==> config.mk <==
export PLATFORM = sky130hd
export DESIGN_NAME = mdm_status_unit
export DESIGN_NICKNAME = d
export VERILOG_FILES = /design/src/rtl/mdm_pkg.sv /design/src/rtl/mdm_sync.sv /design/src/rtl/mdm_loopmux.sv /design/src/rtl/mdm_delta.sv /design/src/rtl/mdm_outdrv.sv /design/src/rtl/mdm_status_unit.sv
export SDC_FILE = /design/constraint.sdc
export NUM_CORES = 1
export LEC_CHECK = 0
export ABC_AREA = 1
export BUFFER_PORTS_ARGS = -buffer_cell sky130_fd_sc_hd__buf_2
export CAP_MARGIN = 0
export CORE_MARGIN = 2
export CORE_UTILIZATION = 35
export CTS_BUF_LIST = sky130_fd_sc_hd__clkbuf_4 sky130_fd_sc_hd__clkbuf_8
export CTS_CLUSTER_SIZE = 14
export DETAILED_ROUTE_END_ITERATION = 16
export GPL_ROUTABILITY_DRIVEN = 0
export PLACE_DENSITY = 0.66
export SLEW_MARGIN = 20
export SYNTH_ARGS = -nofsm -noshare
export SYNTH_HDL_FRONTEND = slang
export SYNTH_SLANG_ARGS = --single-unit
==> constraint.sdc <==
create_clock -name clk -period 1.3 [get_ports clk]
set_clock_uncertainty 0.2 [all_clocks]
set_input_delay 0.26 -clock clk [delete_from_list [all_inputs] [get_ports clk]]
set_output_delay 0.26 -clock clk [all_outputs]
set_load 0.01 [all_outputs]
==> src/rtl/mdm_pkg.sv <==
package mdm_pkg;

    localparam int MDM_LINES = 4;

    // Line index; status bit i is the flag of line i, bit i+4 its level
    localparam int IDX_CTS = 0;
    localparam int IDX_DSR = 1;
    localparam int IDX_RI  = 2;
    localparam int IDX_DCD = 3;

    // Control word positions
    localparam int CTL_DTR  = 0;
    localparam int CTL_RTS  = 1;
    localparam int CTL_AUX1 = 2;
    localparam int CTL_AUX2 = 3;
    localparam int CTL_LOOP = 4;
    localparam int CTL_W    = 5;

    // Lines whose flag reacts only to a 1 -> 0 level transition
    localparam logic [MDM_LINES-1:0] TRAIL_ONLY_MASK = 4'b0100;

    typedef logic [MDM_LINES-1:0] line_vec_t;

    typedef struct packed {
        line_vec_t lvl;
        line_vec_t flag;
    } mdm_state_t;

endpackage

==> src/rtl/mdm_sync.sv <==
module mdm_sync #(
    parameter int              WIDTH   = 4,
    parameter int              STAGES  = 2,
    parameter logic [WIDTH-1:0] RST_VAL = '1
) (
    input  logic             clk,
    input  logic             rst_n,
    input  logic [WIDTH-1:0] async_i,
    output logic [WIDTH-1:0] sync_o
);

    typedef logic [WIDTH-1:0] word_t;

    word_t stage_d [STAGES];
    word_t stage_q [STAGES];

    always_comb begin
        stage_d[0] = async_i;
        for (int s = 1; s < STAGES; s++) begin
            stage_d[s] = stage_q[s-1];
        end
    end

    always_ff @(posedge clk or negedge rst_n) begin
        if (!rst_n) begin
            for (int s = 0; s < STAGES; s++) begin
                stage_q[s] <= RST_VAL;
            end
        end else begin
            for (int s = 0; s < STAGES; s++) begin
                stage_q[s] <= stage_d[s];
            end
        end
    end

    assign sync_o = stage_q[STAGES-1];

endmodule

==> src/rtl/mdm_loopmux.sv <==
module mdm_loopmux
    import mdm_pkg::*;
(
    input  line_vec_t        ext_lvl_i,
    input  logic [CTL_W-1:0] ctrl_i,
    output line_vec_t        lvl_o
);

    line_vec_t loop_lvl;

    always_comb begin
        loop_lvl          = '0;
        loop_lvl[IDX_CTS] = ctrl_i[CTL_RTS];
        loop_lvl[IDX_DSR] = ctrl_i[CTL_DTR];
        loop_lvl[IDX_RI]  = ctrl_i[CTL_AUX1];
        loop_lvl[IDX_DCD] = ctrl_i[CTL_AUX2];
        lvl_o = ctrl_i[CTL_LOOP] ? loop_lvl : ext_lvl_i;
    end

endmodule

==> src/rtl/mdm_delta.sv <==
module mdm_delta
    import mdm_pkg::*;
#(
    parameter logic [MDM_LINES-1:0] TRAIL_MASK = TRAIL_ONLY_MASK
) (
    input  logic      clk,
    input  logic      rst_n,
    input  line_vec_t lvl_i,
    input  logic      rd_i,
    output line_vec_t lvl_q_o,
    output line_vec_t flag_q_o
);

    mdm_state_t state_d;
    mdm_state_t state_q;
    line_vec_t  change;

    for (genvar g = 0; g < MDM_LINES; g++) begin : g_line
        if (TRAIL_MASK[g]) begin : g_trail
            assign change[g] = state_q.lvl[g] & ~lvl_i[g];
        end else begin : g_any
            assign change[g] = state_q.lvl[g] ^ lvl_i[g];
        end
    end

    always_comb begin
        state_d.lvl  = lvl_i;
        // a fresh change wins over a simultaneous read
        state_d.flag = (state_q.flag & ~{MDM_LINES{rd_i}}) | change;
    end

    always_ff @(posedge clk or negedge rst_n) begin
        if (!rst_n) begin
            state_q <= '0;
        end else begin
            state_q <= state_d;
        end
    end

    assign lvl_q_o  = state_q.lvl;
    assign flag_q_o = state_q.flag;

endmodule

==> src/rtl/mdm_outdrv.sv <==
module mdm_outdrv
    import mdm_pkg::*;
(
    input  logic [CTL_W-1:0]     ctrl_i,
    output logic [MDM_LINES-1:0] pin_n_o
);

    always_comb begin
        if (ctrl_i[CTL_LOOP]) begin
            pin_n_o = '1;
        end else begin
            pin_n_o = ~ctrl_i[MDM_LINES-1:0];
        end
    end

endmodule

==> src/rtl/mdm_status_unit.sv <==
module mdm_status_unit
    import mdm_pkg::*;
#(
    parameter int SYNC_STAGES = 2
) (
    input  logic             clk,
    input  logic             rst_n,
    input  logic             cts_n_i,
    input  logic             dsr_n_i,
    input  logic             ri_n_i,
    input  logic             dcd_n_i,
    input  logic [CTL_W-1:0] ctrl_i,
    input  logic             status_rd_i,
    output logic [7:0]       status_o,
    output logic             irq_o,
    output logic             dtr_n_o,
    output logic             rts_n_o,
    output logic             aux1_n_o,
    output logic             aux2_n_o
);

    line_vec_t pin_n_raw;
    line_vec_t pin_n_sync;
    line_vec_t ext_lvl;
    line_vec_t sel_lvl;
    line_vec_t lvl_q;
    line_vec_t flag_q;
    line_vec_t out_n;

    always_comb begin
        pin_n_raw          = '1;
        pin_n_raw[IDX_CTS] = cts_n_i;
        pin_n_raw[IDX_DSR] = dsr_n_i;
        pin_n_raw[IDX_RI]  = ri_n_i;
        pin_n_raw[IDX_DCD] = dcd_n_i;
    end

    mdm_sync #(
        .WIDTH   (MDM_LINES),
        .STAGES  (SYNC_STAGES),
        .RST_VAL ({MDM_LINES{1'b1}})
    ) u_sync (
        .clk     (clk),
        .rst_n   (rst_n),
        .async_i (pin_n_raw),
        .sync_o  (pin_n_sync)
    );

    assign ext_lvl = ~pin_n_sync;

    mdm_loopmux u_loopmux (
        .ext_lvl_i (ext_lvl),
        .ctrl_i    (ctrl_i),
        .lvl_o     (sel_lvl)
    );

    mdm_delta #(
        .TRAIL_MASK (TRAIL_ONLY_MASK)
    ) u_delta (
        .clk      (clk),
        .rst_n    (rst_n),
        .lvl_i    (sel_lvl),
        .rd_i     (status_rd_i),
        .lvl_q_o  (lvl_q),
        .flag_q_o (flag_q)
    );

    mdm_outdrv u_outdrv (
        .ctrl_i  (ctrl_i),
        .pin_n_o (out_n)
    );

    assign status_o = {lvl_q, flag_q};
    assign irq_o    = |flag_q;
    assign dtr_n_o  = out_n[CTL_DTR];
    assign rts_n_o  = out_n[CTL_RTS];
    assign aux1_n_o = out_n[CTL_AUX1];
    assign aux2_n_o = out_n[CTL_AUX2];

endmodule

==> results.md <==
GRT:
- The total congestion overflow after global routing is 0.
- The via count of the first global-routing pass is 476.
- Entering global routing, the biggest net connects 17 pins.
- The first global-routing pass estimated 1.79 mm of wire.
- The initial antenna violation count is 0.
- The global router's overall resource usage is 11.9%.

Logic synthesis:
- The average size of a mapped cell is 10.2 um2.
- The synthesized design devotes to its leading area cell type 30.8% of total area.
- The synthesis warning total is 0.
- Summing the areas of all compound-gate instances in the mapped netlist gives 0% of the synthesized area.
- Sorting the synthesized cells by area gives the leading types as dfstp_2, dfrtp_1, nand2_1.
- The total nets after synthesis is 79.
- After synthesis, the netlist uses 13 different library cells.
- After Yosys synthesis, XOR and XNOR cells account for 0% of the synthesized area.
- Of the total synthesized cell area, the portion taken by full adders, half adders and majority gates is 0%.
- The combinational family with the most area after synthesis is simple AND/OR/NAND/NOR gates.
- The area fraction in and, or, nand and nor cells after synthesis is 30.0%.
- The share of synthesized area spent on multiplexers is 0%.
- Synthesis inferred 16 register bits.
- Counting every instance in the synthesized netlist gives 67.
- The largest total area in the synthesized netlist belongs to dfstp_2.
- The post-synthesis instance area is 683 um2.
- Of the synthesized area, sequential elements account for 60.1%.

Worst setup path:
- The setup check on the worst reg-to-reg path leaves a slack of 0.21 ns.
- The worst setup path is launched from a flip-flop.
- The endpoint type of the worst setup path is an output pin.
- On the worst path, the slowest cell contributes a delay of 0.40 ns.
- The worst-path cell with the longest stage delay is dfrtp_1.
- In this run the critical register-to-register path is launched from u_delta.lvl_q_o[0].
- The required time at the endpoint of the critical path is 0.84 ns.
- Data on the critical path arrives at its endpoint at 0.96 ns.
- The number of buffers and inverters on the critical path is 1.
- The critical path starts at u_delta.flag_q_o[1].
- The critical path in this run is classified as flip-flop to output pin.
- The critical path runs through a total of 3 cells.
- The end of the critical path is irq_o.
- The kind of cell adding the most delay to the critical path is flip-flops.
- The critical-path maximum fanout is 3.
- For the worst flop-to-flop path, the logic depth is 4.
- The destination of the worst register-to-register timing path is u_delta.flag_q_o[0].
- Walking the worst path, the cells encountered are nor2_1 -> nand2_1 -> buf_2.

Timing:
- The number of hold-slack violations in the final timing report is 0.
- In this run the tightest slew margin relative to its limit is 77.6%.
- The post-layout minimum cycle time is 1.42 ns.
- Setup repair after global routing could not meet its margin everywhere.
- The achievable frequency is 705 MHz.
- Summed over all failing endpoints, the final setup total negative slack is -0.256 ns.
- The max-slew violation count is 0.
- In the finished design, the share of the clock period the worst path needs comes to 109%.
- For the pin with the worst max-slew slack, the measured transition is 0.337 ns.
- The final critical-path setup slack is -0.119 ns.
- The total setup violations reported at the end of the flow is 3.

Floorplan:
- The die area is 2320 um2.
- From bottom edge to top edge, the die measures 48.2 um.
- The total area inside the core boundary comes to 1780 um2.
- After floorplanning, the core was divided into 15 placement rows.
- Pin placement for this block handled 25 I/O pins.
- Measured along the x axis, the die boundary spans 48.2 um.
- The initial utilization of the core area, before any placement, comes to 38.3%.

Drt:
- Once detail routing completed, the nets flagged for antenna violations numbered 0.
- Dividing the detail-routed wire length by the instance count gives 8.95 um.
- The per-cell via count in the routed design is 4.32.
- The first-pass iteration count of the detailed router is 2.
- The routed via count is 562.
- The routed wire length is 1.16 mm.
- For this block, the initial DRC count from the detailed router was 2.
- The post-route DRC violation count is 0.

Clock network:
- The clock latency on the worst-skew pair is 0.28 ns.
- The H-tree depth is 1.
- After clock tree synthesis, the clock-pin slew on the worst setup and hold paths is 0.09 ns.
- The total CTS buffers is 3.
- The longest clock path from root to sink contains 2 buffers.
- Clock tree synthesis selected as its root buffer the cell clkbuf_4.
- TritonCTS built the clock tree.
- The total clock sinks is 16.

Placement:
- The number of port buffers is 24.
- Timing analysis after detailed placement gives a worst setup slack of 0.140 ns.
- After legalization and detailed placement, the total HPWL measured 901 um.

Cells and area:
- The number of antenna cells inserted is 0.
- The final layout contains 118 nets.
- The fraction of final layout cells sized beyond drive strength 1 is 49.5%.
- Compared with the post-synthesis result, the final layout area differs by 40.3%.

Power and ir drop:
- The leakage power total is 0.507 nW.
- The ratio of total power to cell area is 1100 nW/um2.
- Across the VDD grid, the largest voltage drop is 0.944 mV.

Min path:
- Along the worst hold path, the cell count comes to 3.
- The min-delay analysis places its worst path in the category primary input to flip-flop.

Job:
- The number of max-cap violations is 0.

Outcome:
- The flow ran to the end, but the final reports show violations.
- The checks that failed: setup timing.
## layout by cell type (no fill, tap or decap)
cell type      synthesis  routed
inv_1                  8       8
buf_4                  0       6
nand2_2                4       4
buf_6                  1       4
inv_4                  1       1
nor2_1                 2       2
buf_2                  0      21
dlygate4sd3_1          0       5
nand3_1                5       5
dfstp_2                8       8
nand2_4                2       2
nand3_2                2       2
clkbuf_4               0       4
nand2_1               22      22
nand3b_1               3       3
dfrtp_1                8       8
## repair_timing
action	4_1_cts	5_1_grt
hold buffers	5	0
setup endpoints to repair	3	8
pin swaps	1	1
endpoints found under the hold margin	20	0
gates resized for setup	3	1
buffers inserted	3	2
## report_power, final
part	total (W)	switching, W	internal [W]
clock network	0.000274	0.000134	0.000140
registers	0.000567	0.0000212	0.000545
logic	0.000209	0.0000986	0.000111
## kinds of logic after synthesis
family	count (synthesis)
flops	16
simple gates	40
buf+inv	11
## cell type report
| type | instances | area (um2) |
|---|---|---|
| Inverter | 9 | 36.3 |
| Tap cell | 25 | 31.3 |
| Fill cell | 178 | 825 |
| Timing Repair Buffer | 36 | 245 |
| Clock buffer | 4 | 30.0 |
| Sequential cell | 16 | 410 |
| Multi-Input combinational cell | 40 | 205 |
## tightest hold or removal path, stage by stage
cell	delay, ns
buf_2	0.08
nand2_1	0.06
nand2_1	0.07
## synth_stat cells
cell	count
buf_6	1
nand3_2	2
buf_12	1
nand3b_1	3
inv_4	1
nand2_2	4
nand2_1	22
nand2_4	2
nor2_1	2
dfstp_2	8
inv_1	8
nand3_1	5
dfrtp_1	8
## through the flow
step           cell area [um2]  hold slack [ns]  total power [W]  util (%)  std cells
4_1_cts                    937           0.0249          0.00105      52.6        128
6_report                   958           0.0340          0.00105      53.8        130
3_5_place_dp               818          -0.0147         0.000737      45.9        116
2_1_floorplan              683           -0.236         0.000667         -         67
5_1_grt                    958           0.0331          0.00112      53.8        130
3_3_place_gp               818          -0.0162         0.000731      45.9        116
## worst min path at each step
stage,from,to,slack [ns]
after floorplan,rst_n,u_delta.flag_q_o[0],-0.24
after global placement,rst_n,u_delta.lvl_q_o[2],-0.02
after detailed placement,rst_n,u_delta.lvl_q_o[2],-0.01
after CTS,ctrl_i[0],u_delta.lvl_q_o[1],0.02
after global routing,ctrl_i[0],u_delta.lvl_q_o[1],0.03
final,ctrl_i[2],u_delta.lvl_q_o[2],0.03
## routing by layer
layer,wire length (um),vias up,share of wire [%],GRT usage (%)
met3,56,2,4.8,4.44
met5,0,-,0,0
li1,-,282,-,-
met1,478,262,41,11.0
met2,611,16,53,22.1
met4,17,0,1.5,6.49
## registers in the layout, indices dropped and copies added (netlist names)
register and flops:
u_sync.stage_d 4, u_delta.lvl_q_o 4, u_delta.flag_q_o 4, u_sync.sync_o 4
Note: power is estimated with default switching activity, not from simulation.
